## src/rtl/h5_gate_pkg.sv

```systemverilog
package h5_gate_pkg;
  localparam int unsigned NUM_GATES = 6;

  // {negative, high}
  typedef enum logic [1:0] {
    ZN_POS_LO = 2'd0,
    ZN_POS_HI = 2'd1,
    ZN_NEG_LO = 2'd2,
    ZN_NEG_HI = 2'd3
  } zone_e;

  localparam int unsigned G_T1 = 0;
  localparam int unsigned G_T2 = 1;
  localparam int unsigned G_T3 = 2;
  localparam int unsigned G_T4 = 3;
  localparam int unsigned G_T5 = 4;
  localparam int unsigned G_T6 = 5;
endpackage

```

## src/rtl/h5_zone_sel.sv

```systemverilog
module h5_zone_sel
  import h5_gate_pkg::*;
#(
  parameter int unsigned REF_W = 12
) (
  input  logic             clk_i,
  input  logic             rst_ni,
  input  logic             sync_i,
  input  logic [REF_W-1:0] ref_i,
  output zone_e            zone_o
);
  localparam logic [REF_W-1:0] HALF_FS = {2'b01, {(REF_W-2){1'b0}}};

  logic             neg;
  logic             high;
  logic [REF_W-1:0] mag;
  zone_e            zone_d, zone_q;

  always_comb begin
    neg    = ref_i[REF_W-1];
    mag    = neg ? (~ref_i + {{(REF_W-1){1'b0}}, 1'b1}) : ref_i;
    high   = (mag >= HALF_FS);
    zone_d = zone_e'({neg, high});
  end

  always_ff @(posedge clk_i or negedge rst_ni) begin
    if (!rst_ni)     zone_q <= ZN_POS_LO;
    else if (sync_i) zone_q <= zone_d;
  end

  assign zone_o = zone_q;
endmodule

```

## src/rtl/h5_pattern.sv

```systemverilog
module h5_pattern
  import h5_gate_pkg::*;
(
  input  zone_e                  zone_i,
  input  logic                   act_i,
  output logic [NUM_GATES-1:0]   tgt_o
);
  logic [NUM_GATES-1:0] base;
  logic [NUM_GATES-1:0] pulsed;

  // base: on for the whole phase; pulsed: on only in the active phase
  always_comb begin
    base   = '0;
    pulsed = '0;
    unique case (zone_i)
      ZN_POS_LO: begin
        base[G_T1] = 1'b1; base[G_T4] = 1'b1; pulsed[G_T6] = 1'b1;
      end
      ZN_POS_HI: begin
        base[G_T4] = 1'b1; base[G_T5] = 1'b1; pulsed[G_T1] = 1'b1;
      end
      ZN_NEG_LO: begin
        base[G_T2] = 1'b1; base[G_T3] = 1'b1; pulsed[G_T6] = 1'b1;
      end
      ZN_NEG_HI: begin
        base[G_T2] = 1'b1; base[G_T5] = 1'b1; pulsed[G_T3] = 1'b1;
      end
      default: ;
    endcase
    tgt_o = base | (act_i ? pulsed : '0);
  end
endmodule

```

## src/rtl/h5_dead_band.sv

```systemverilog
module h5_dead_band #(
  parameter int unsigned NG   = 6,
  parameter int unsigned DT_W = 4
) (
  input  logic            clk_i,
  input  logic            rst_ni,
  input  logic [NG-1:0]   tgt_i,
  input  logic [DT_W-1:0] dead_i,
  output logic [NG-1:0]   gate_o
);
  localparam logic [DT_W-1:0] CNT_MAX = '1;
  localparam logic [DT_W-1:0] CNT_ONE = {{(DT_W-1){1'b0}}, 1'b1};

  logic [NG-1:0]   gate_q;
  logic [NG-1:0]   off_pend;
  logic [NG-1:0]   on_pend;
  logic [DT_W-1:0] since_off_q;  // cycles since last turn-off, saturating

  assign off_pend = gate_q & ~tgt_i;
  assign on_pend  = tgt_i & ~gate_q;

  always_ff @(posedge clk_i or negedge rst_ni) begin
    if (!rst_ni) begin
      gate_q      <= '0;
      since_off_q <= CNT_MAX;
    end else if (|off_pend) begin
      gate_q      <= (dead_i == '0) ? tgt_i : (gate_q & tgt_i);
      since_off_q <= CNT_ONE;
    end else begin
      if (|on_pend && since_off_q >= dead_i) gate_q <= tgt_i;
      if (since_off_q != CNT_MAX) since_off_q <= since_off_q + CNT_ONE;
    end
  end

  assign gate_o = gate_q;
endmodule

```

## src/rtl/h5_gate_seq.sv

```systemverilog
module h5_gate_seq
  import h5_gate_pkg::*;
#(
  parameter int unsigned REF_W = 12,
  parameter int unsigned DT_W  = 4
) (
  input  logic             clk_i,
  input  logic             rst_ni,
  input  logic             en_i,
  input  logic             carrier_sync_i,
  input  logic             pwm_i,
  input  logic [REF_W-1:0] ref_i,
  input  logic [DT_W-1:0]  dead_i,
  output logic [5:0]       gate_o
);
  zone_e                zone_q;
  logic [NUM_GATES-1:0] tgt;
  logic [NUM_GATES-1:0] tgt_eff;

  h5_zone_sel #(.REF_W(REF_W)) u_zone (
    .clk_i  (clk_i),
    .rst_ni (rst_ni),
    .sync_i (carrier_sync_i),
    .ref_i  (ref_i),
    .zone_o (zone_q)
  );

  h5_pattern u_pat (
    .zone_i (zone_q),
    .act_i  (pwm_i),
    .tgt_o  (tgt)
  );

  assign tgt_eff = en_i ? tgt : '0;

  h5_dead_band #(.NG(NUM_GATES), .DT_W(DT_W)) u_db (
    .clk_i  (clk_i),
    .rst_ni (rst_ni),
    .tgt_i  (tgt_eff),
    .dead_i (dead_i),
    .gate_o (gate_o)
  );
endmodule

```

## config.mk

```make
export PLATFORM = sky130hd
export DESIGN_NAME = h5_gate_seq
export DESIGN_NICKNAME = d
export VERILOG_FILES = /design/src/rtl/h5_gate_pkg.sv /design/src/rtl/h5_zone_sel.sv /design/src/rtl/h5_pattern.sv /design/src/rtl/h5_dead_band.sv /design/src/rtl/h5_gate_seq.sv
export SDC_FILE = /design/constraint.sdc
export NUM_CORES = 1
export LEC_CHECK = 0
export ABC_AREA = 1
export BUFFER_PORTS_ARGS = -buffer_cell sky130_fd_sc_hd__buf_2
export CORE_MARGIN = 8
export CORE_UTILIZATION = 25
export DETAILED_ROUTE_END_ITERATION = 12
export GPL_ROUTABILITY_DRIVEN = 0
export SKIP_LAST_GASP = 1
export SLEW_MARGIN = 30
export SYNTH_ARGS = -nofsm -noshare
export SYNTH_HDL_FRONTEND = slang
export SYNTH_SLANG_ARGS = --single-unit
```

## constraint.sdc

```tcl
create_clock -name clk_i -period 1.4 [get_ports clk_i]
set_input_delay 0.14 -clock clk_i [delete_from_list [all_inputs] [get_ports clk_i]]
set_output_delay 0.14 -clock clk_i [all_outputs]
set_load 0.02 [all_outputs]
```

# Word level (Yosys, flattened, before mapping)
# Cells that the tools add are included.
# word_totals
reg_bits	12
inputBits	21
output_inout_bits	6
wordCells	45
# classes
addsub	2
order_cmp	2
n_eq_ne	4
muxes	16
bitwise	7
n_reduce_logical	11
# ops
op	n
6-bit 2-to-1 mux	5
6-bit bitwise AND	3
12-bit by 1-bit adder with 12-bit output, second input constant	1
12-bit by 11-bit >= comparator with 1-bit output, second input constant	1
12-bit 2-to-1 mux	1
12-bit NOT	1
6-bit NOT	2
6-bit OR reduction	2
1-bit 2-to-1 mux	8
4-bit 2-to-1 mux	2
2-bit OR reduction	4
5-bit by 6-bit OR with 6-bit output	1
4-bit by 1-bit adder with 4-bit output, second input constant	1
2-bit == test, second input constant	2
4-bit >= comparator	1
4-bit logical NOT	1
4-bit inequality test, second input constant	1
2-bit nonzero test	2
2-bit by 1-bit == test with 1-bit output, second input constant	1
2-bit logical NOT	1
1-bit logical AND	1

# Longest topological paths before layout
# depth
ltp_word	11
ltp_mapped	12
ltp_nobuf	11

# Cells and area by module
# A second synthesis with hierarchy kept.
# hier_totals
hier_cells	175
area_unflattened_um2	1109.8
# by_module_without_submodules
mod	n_inst	cells_each	area_per_inst_um2	seq_area_each_um2
h5_dead_band	1	126	862.1	255.2
h5_zone_sel	1	30	170.2	50.0
h5_gate_seq	1	12	45.0	0.0
h5_pattern	1	7	32.5	0.0

# Worst setup path after synthesis
# Ideal clock, no wire load.
# synth_path
kind	flip-flop to flip-flop
startpoint	register u_db.since_off_q[3]
endpoint	register u_db.gate_q[0] (netlist: u_db.gate_o[0])
setup_ns	0.117
arrival_ns	1.376
t_required_ns	1.283
path_slack_ns	-0.093
stages_incl_launch_ff	8
path_buffers	0
period_less_slack_ns	1.493
path_cell_list	dfstp_2 -> ha_1 -> a21oi_1 -> nand3_1 -> nand2_8 -> nand2_4 -> nand2_1 -> nand2_1
# synth_via
elab_chain_cells	3
# synth_lines
item	line_no	source
start, declared	h5_dead_band.sv:17	logic [DT_W-1:0] since_off_q;
start signal, assigned	h5_dead_band.sv:31	if (since_off_q != CNT_MAX) since_off_q <= since_off_q + CNT_ONE;
4-bit >= comparator	h5_dead_band.sv:30	if (|on_pend && since_off_q >= dead_i) gate_q <= tgt_i;
1-bit logical AND	h5_dead_band.sv:30	
2-bit nonzero test (no line)	n/a	
end signal, assigned	h5_dead_band.sv:27	gate_q <= (dead_i == '0) ? tgt_i : (gate_q & tgt_i);
end signal, assigned	h5_dead_band.sv:30	
end, declared	h5_dead_band.sv:14	logic [NG-1:0] gate_q;
# Every way passes these cells.
# A chain may end at the register's enable or synchronous reset.

# Final worst setup path
# layout_path
startpoint	register u_db.since_off_q[1]
endpoint	register u_db.gate_q[3] (netlist: u_db.gate_o[3])
# The elaborated chain is that of the path after synthesis.

==> summary.md <==
| Metric | Value |
|---|---|
| Status | `finished, violations left` |
| Failing checks | `negative setup slack` |
| CTS Buffer Depth | `2` |
| Finish-stage setup viols | `6` |
| Max cap viols | `0` |
| CTS tree | `done` |
| Root buffer cell | `clkbuf_8` |
| Peak supply drop | `roughly 0.60 mV` |
| Unrepaired setup endpoints after global routing | `true` |
| Hold path startpoint | `carrier_sync_i` |
| Total gr overflow | `0` |
| NumNets Final | `~220` |
| Primary FF master, synth | `dfrtp_1` |
| Crit Path Class | `flop to flop` |
| RR Endpoint | `u_db.gate_o[3]$_DFFE_PN0P_` |
| WL/cell | `11.9 um` |
| First-pass GRT wire length | `roughly 4700 um` |
| Ant diodes | `0` |
| Min-Delay Endpoint | `u_zone.zone_o[1]$_DFFE_PN0P_` |
| CP startpoint kind | `flop` |
| Crit share post-route | `1.05` |
| Crit Path Max Fanout | `7` |
| Layout cells sized above 1 | `0.474` |
| Area grow syn2layout | `46.0%` |
| Hold Path Depth | `2` |
| Syn Inst Count | `144` |
| Period minus WS final | `1470 ps` |
| # DRC | `0` |
| H-tree depth | `1` |
| Post-route setup slack | `-65.5 ps` |
| Full die area | `~6500 sq um` |
| Yosys warns | `0` |
| Clk sink count | `12` |
| Clock-pin transition on the worst setup and hold timing paths | `60 ps` |
| DRT iter0 DRCs | `41` |
| Clock Skew | `3.86 ps` |
| Vert. Die Dim | `80.8 um` |
| Core footprint | `just over 4000 sq um` |
| Reg-to-Reg Start | `u_db.since_off_q[1]$_DFFE_PN1P_` |
| CP cell instances | `ha_4, inv_2, o21bai_1, nand3_1, nand3_2, nand2_8, nand2_8, nand2_2, nand2_2` |
| Overall Global Routing Usage | `0.0920` |
| Power Dens Cells | `1860 nW/um^2` |
| Initial Util | `0.261` |
| Worst Tran Pin Value | `~300 ps` |
| Largest net degree at the start of global routing | `13` |
| Initial antenna violation count | `0` |
| Vias per inst | `4.46` |
| Worst hold path type | `input port to flop` |
| Reg2Reg Setup Slack | `-70 ps` |
| I/O Buffers | `26` |
| # fillers | `~450` |
| Via count | `1080` |
| Post-route ant nets | `0` |
| Final Hold Fails | `0` |
| Post-placement cell area | `1360 sq um` |
| Crit path required time | `1540 ps` |
| FP Rows | `23` |
| Worst EP arrival | `1600 ps` |
| TritonCTS Buffers | `3` |
| Vias in the first global route | `1050` |
| First-pass iteration count of the detailed router | `4` |
| Total negative slack | `-293 ps` |
| Number of synthesized flops with an enable pin | `0` |
| Number of synthesized register bits | `12` |
| Hpwl dp | `between 2000 and 2500 um` |
| Skew-Pair Late Insertion Delay | `250 ps` |
| Static Leak | `0.769 nW` |
| Worst r2r path cells | `9` |
| Worst setup EP type | `flop` |
| Boundary pin count | `27` |
| Post-route cell area | `1530 sq um` |
| Syn nets | `between 150 and 200` |
| Synth unique cells | `27` |
| Final wirelength | `2880 um` |
| CP peak stage delay | `around 550 ps` |
| Sequential-to-total area share from yosys stat | `0.291` |
| CP max-delay cell | `dfstp_2` |
| Ys async rst share | `1.00` |
| Mapped Avg Cell Area | `7.29 sq um` |
| Die X | `about 81 um` |
| Post-Syn Area | `1050 sq um` |
| Slew HR | `0.793` |
| Pins Over Slew Limit | `0` |
| F_max | `682 MHz` |
[registers in the layout, summed over array words and instances (netlist names)]
| name | count |
|---|---|
| u_zone.zone_o | 2 |
| u_db.gate_o | 6 |
| u_db.since_off_q | 4 |
[synthesized netlist by cell type, types with 2 or more instances]
| library cell | count | share of area |
|---|---|---|
| a21oi_1 | 9 | 0.043 |
| dfrtp_1 | 8 | 0.19 |
| dfstp_2 | 4 | 0.10 |
| ha_1 | 5 | 0.060 |
| inv_1 | 17 | 0.061 |
| nand2_1 | 36 | 0.13 |
| nand2_2 | 7 | 0.042 |
| nand2_4 | 2 | 0.021 |
| nand2_8 | 2 | 0.038 |
| nand3_1 | 26 | 0.12 |
| nand4_1 | 3 | 0.018 |
| nor2_1 | 8 | 0.029 |
| nor2_2 | 2 | 0.012 |
| o21ai_0 | 2 | 0.0095 |
[metal layers]
metal / wire length [um] / vias to the layer above / global-route usage
met5: 0 / - / 0
met4: 34 / 0 / 0.0321
met3: 116 / 5 / 0.0254
met2: 1440 / 15 / 0.151
met1: 1290 / 492 / 0.113
li1: - / 568 / -
[cell type report]
| type | instances | area (sq um) | area share |
|---|---|---|---|
| clock buffer | 4 | 55.1 | 0.0359 |
| multi-input combinational | 112 | 749 | 0.489 |
| tap | 50 | 62.6 | 0.0408 |
| timing repair buffer | 44 | 268 | 0.175 |
| inverter | 20 | 90.1 | 0.0588 |
| sequential | 12 | 308 | 0.201 |
[report_power, final]
group / internal [W] / switching [W]
clock network: 0.000249 / 0.000143
logic: 0.000763 / 0.00109
registers: 0.000494 / 0.000112
total: 0.00151 / 0.00134
[cell families after synthesis]
kind of cell,after synthesis,synth area share
adders and majority gates,5,0.0596
xor gates and xnor gates,2,0.0167
and+or+nand+nor,89,0.454
DFF,12,0.291
buffers and inverters,21,0.0965
AOI/OAI and AO/OA,15,0.0822
[timing repair]
item,4_1_cts,5_1_grt
pin swaps,4,5
gates resized for setup,7,11
gates cloned,0,1
setup endpoints to repair,6,7
setup buffers,0,4
hold buffers,1,0
hold endpoints to repair,8,0
[worst max-delay path, delay by kind of cell (launching register included)]
family / cells / cell delay, ps
and+or+nand+nor: 6 / 500
adders and majority gates: 1 / 200
buffers and inverters: 1 / 40
AOI/OAI and AO/OA: 1 / 70
DFF: 1 / 550
[cells in the final DEF, fill, tap and decap left out]
cell / instances
nor2_1: 8
nand2_4: 2
dlygate4sd3_1: 1
nand4_1: 3
inv_4: 1
o211ai_1: 1
ha_4: 3
buf_2: 26
a21oi_1: 8
nor2_8: 1
a21boi_0: 1
nand2_1: 29
dfstp_2: 4
buf_4: 17
nand2_2: 14
clkinv_8: 1
xor2_1: 1
a21oi_2: 1
nor2_4: 2
o21bai_1: 1
o21ai_0: 2
nand3_1: 24
inv_1: 13
inv_2: 5
nand3_2: 2
dfrtp_2: 2
a21oi_4: 1
nand2_8: 3
nand3_4: 1
or2_2: 1
dfrtp_1: 6
xnor2_1: 1
clkbuf_8: 4
ha_1: 2
[stage by stage]
stage	util	power, W	hold WS (ps)	worst slack (ps)	instances
final	0.380	0.00285	122	-65.5	242
after detailed placement	0.338	0.00224	43.3	-91.3	232
after CTS	0.361	0.00275	124	-70.6	237
after global routing	0.380	0.00310	127	-153	242
after floorplan	-	0.00171	-156	-1.13	144
after global placement	0.338	0.00221	41.5	-38.6	232
[how the worst max path moves through the flow]
stage	to	slack [ps]	depth (start not counted)	start
detailed placement	u_db.gate_o[3]$_DFFE_PN0P_	-90	9	u_db.since_off_q[0]$_DFFE_PN1P_
floorplan	u_db.gate_o[0]$_DFFE_PN0P_	-1	9	u_db.since_off_q[1]$_DFFE_PN1P_
global placement	u_db.gate_o[1]$_DFFE_PN0P_	-40	8	u_db.since_off_q[0]$_DFFE_PN1P_
finish	u_db.gate_o[3]$_DFFE_PN0P_	-70	9	u_db.since_off_q[1]$_DFFE_PN1P_
global route	u_db.gate_o[2]$_DFFE_PN0P_	-150	9	u_db.since_off_q[1]$_DFFE_PN1P_
CTS	u_db.gate_o[2]$_DFFE_PN0P_	-70	9	u_db.since_off_q[1]$_DFFE_PN1P_
Note: power is estimated with default switching activity, not from simulation.
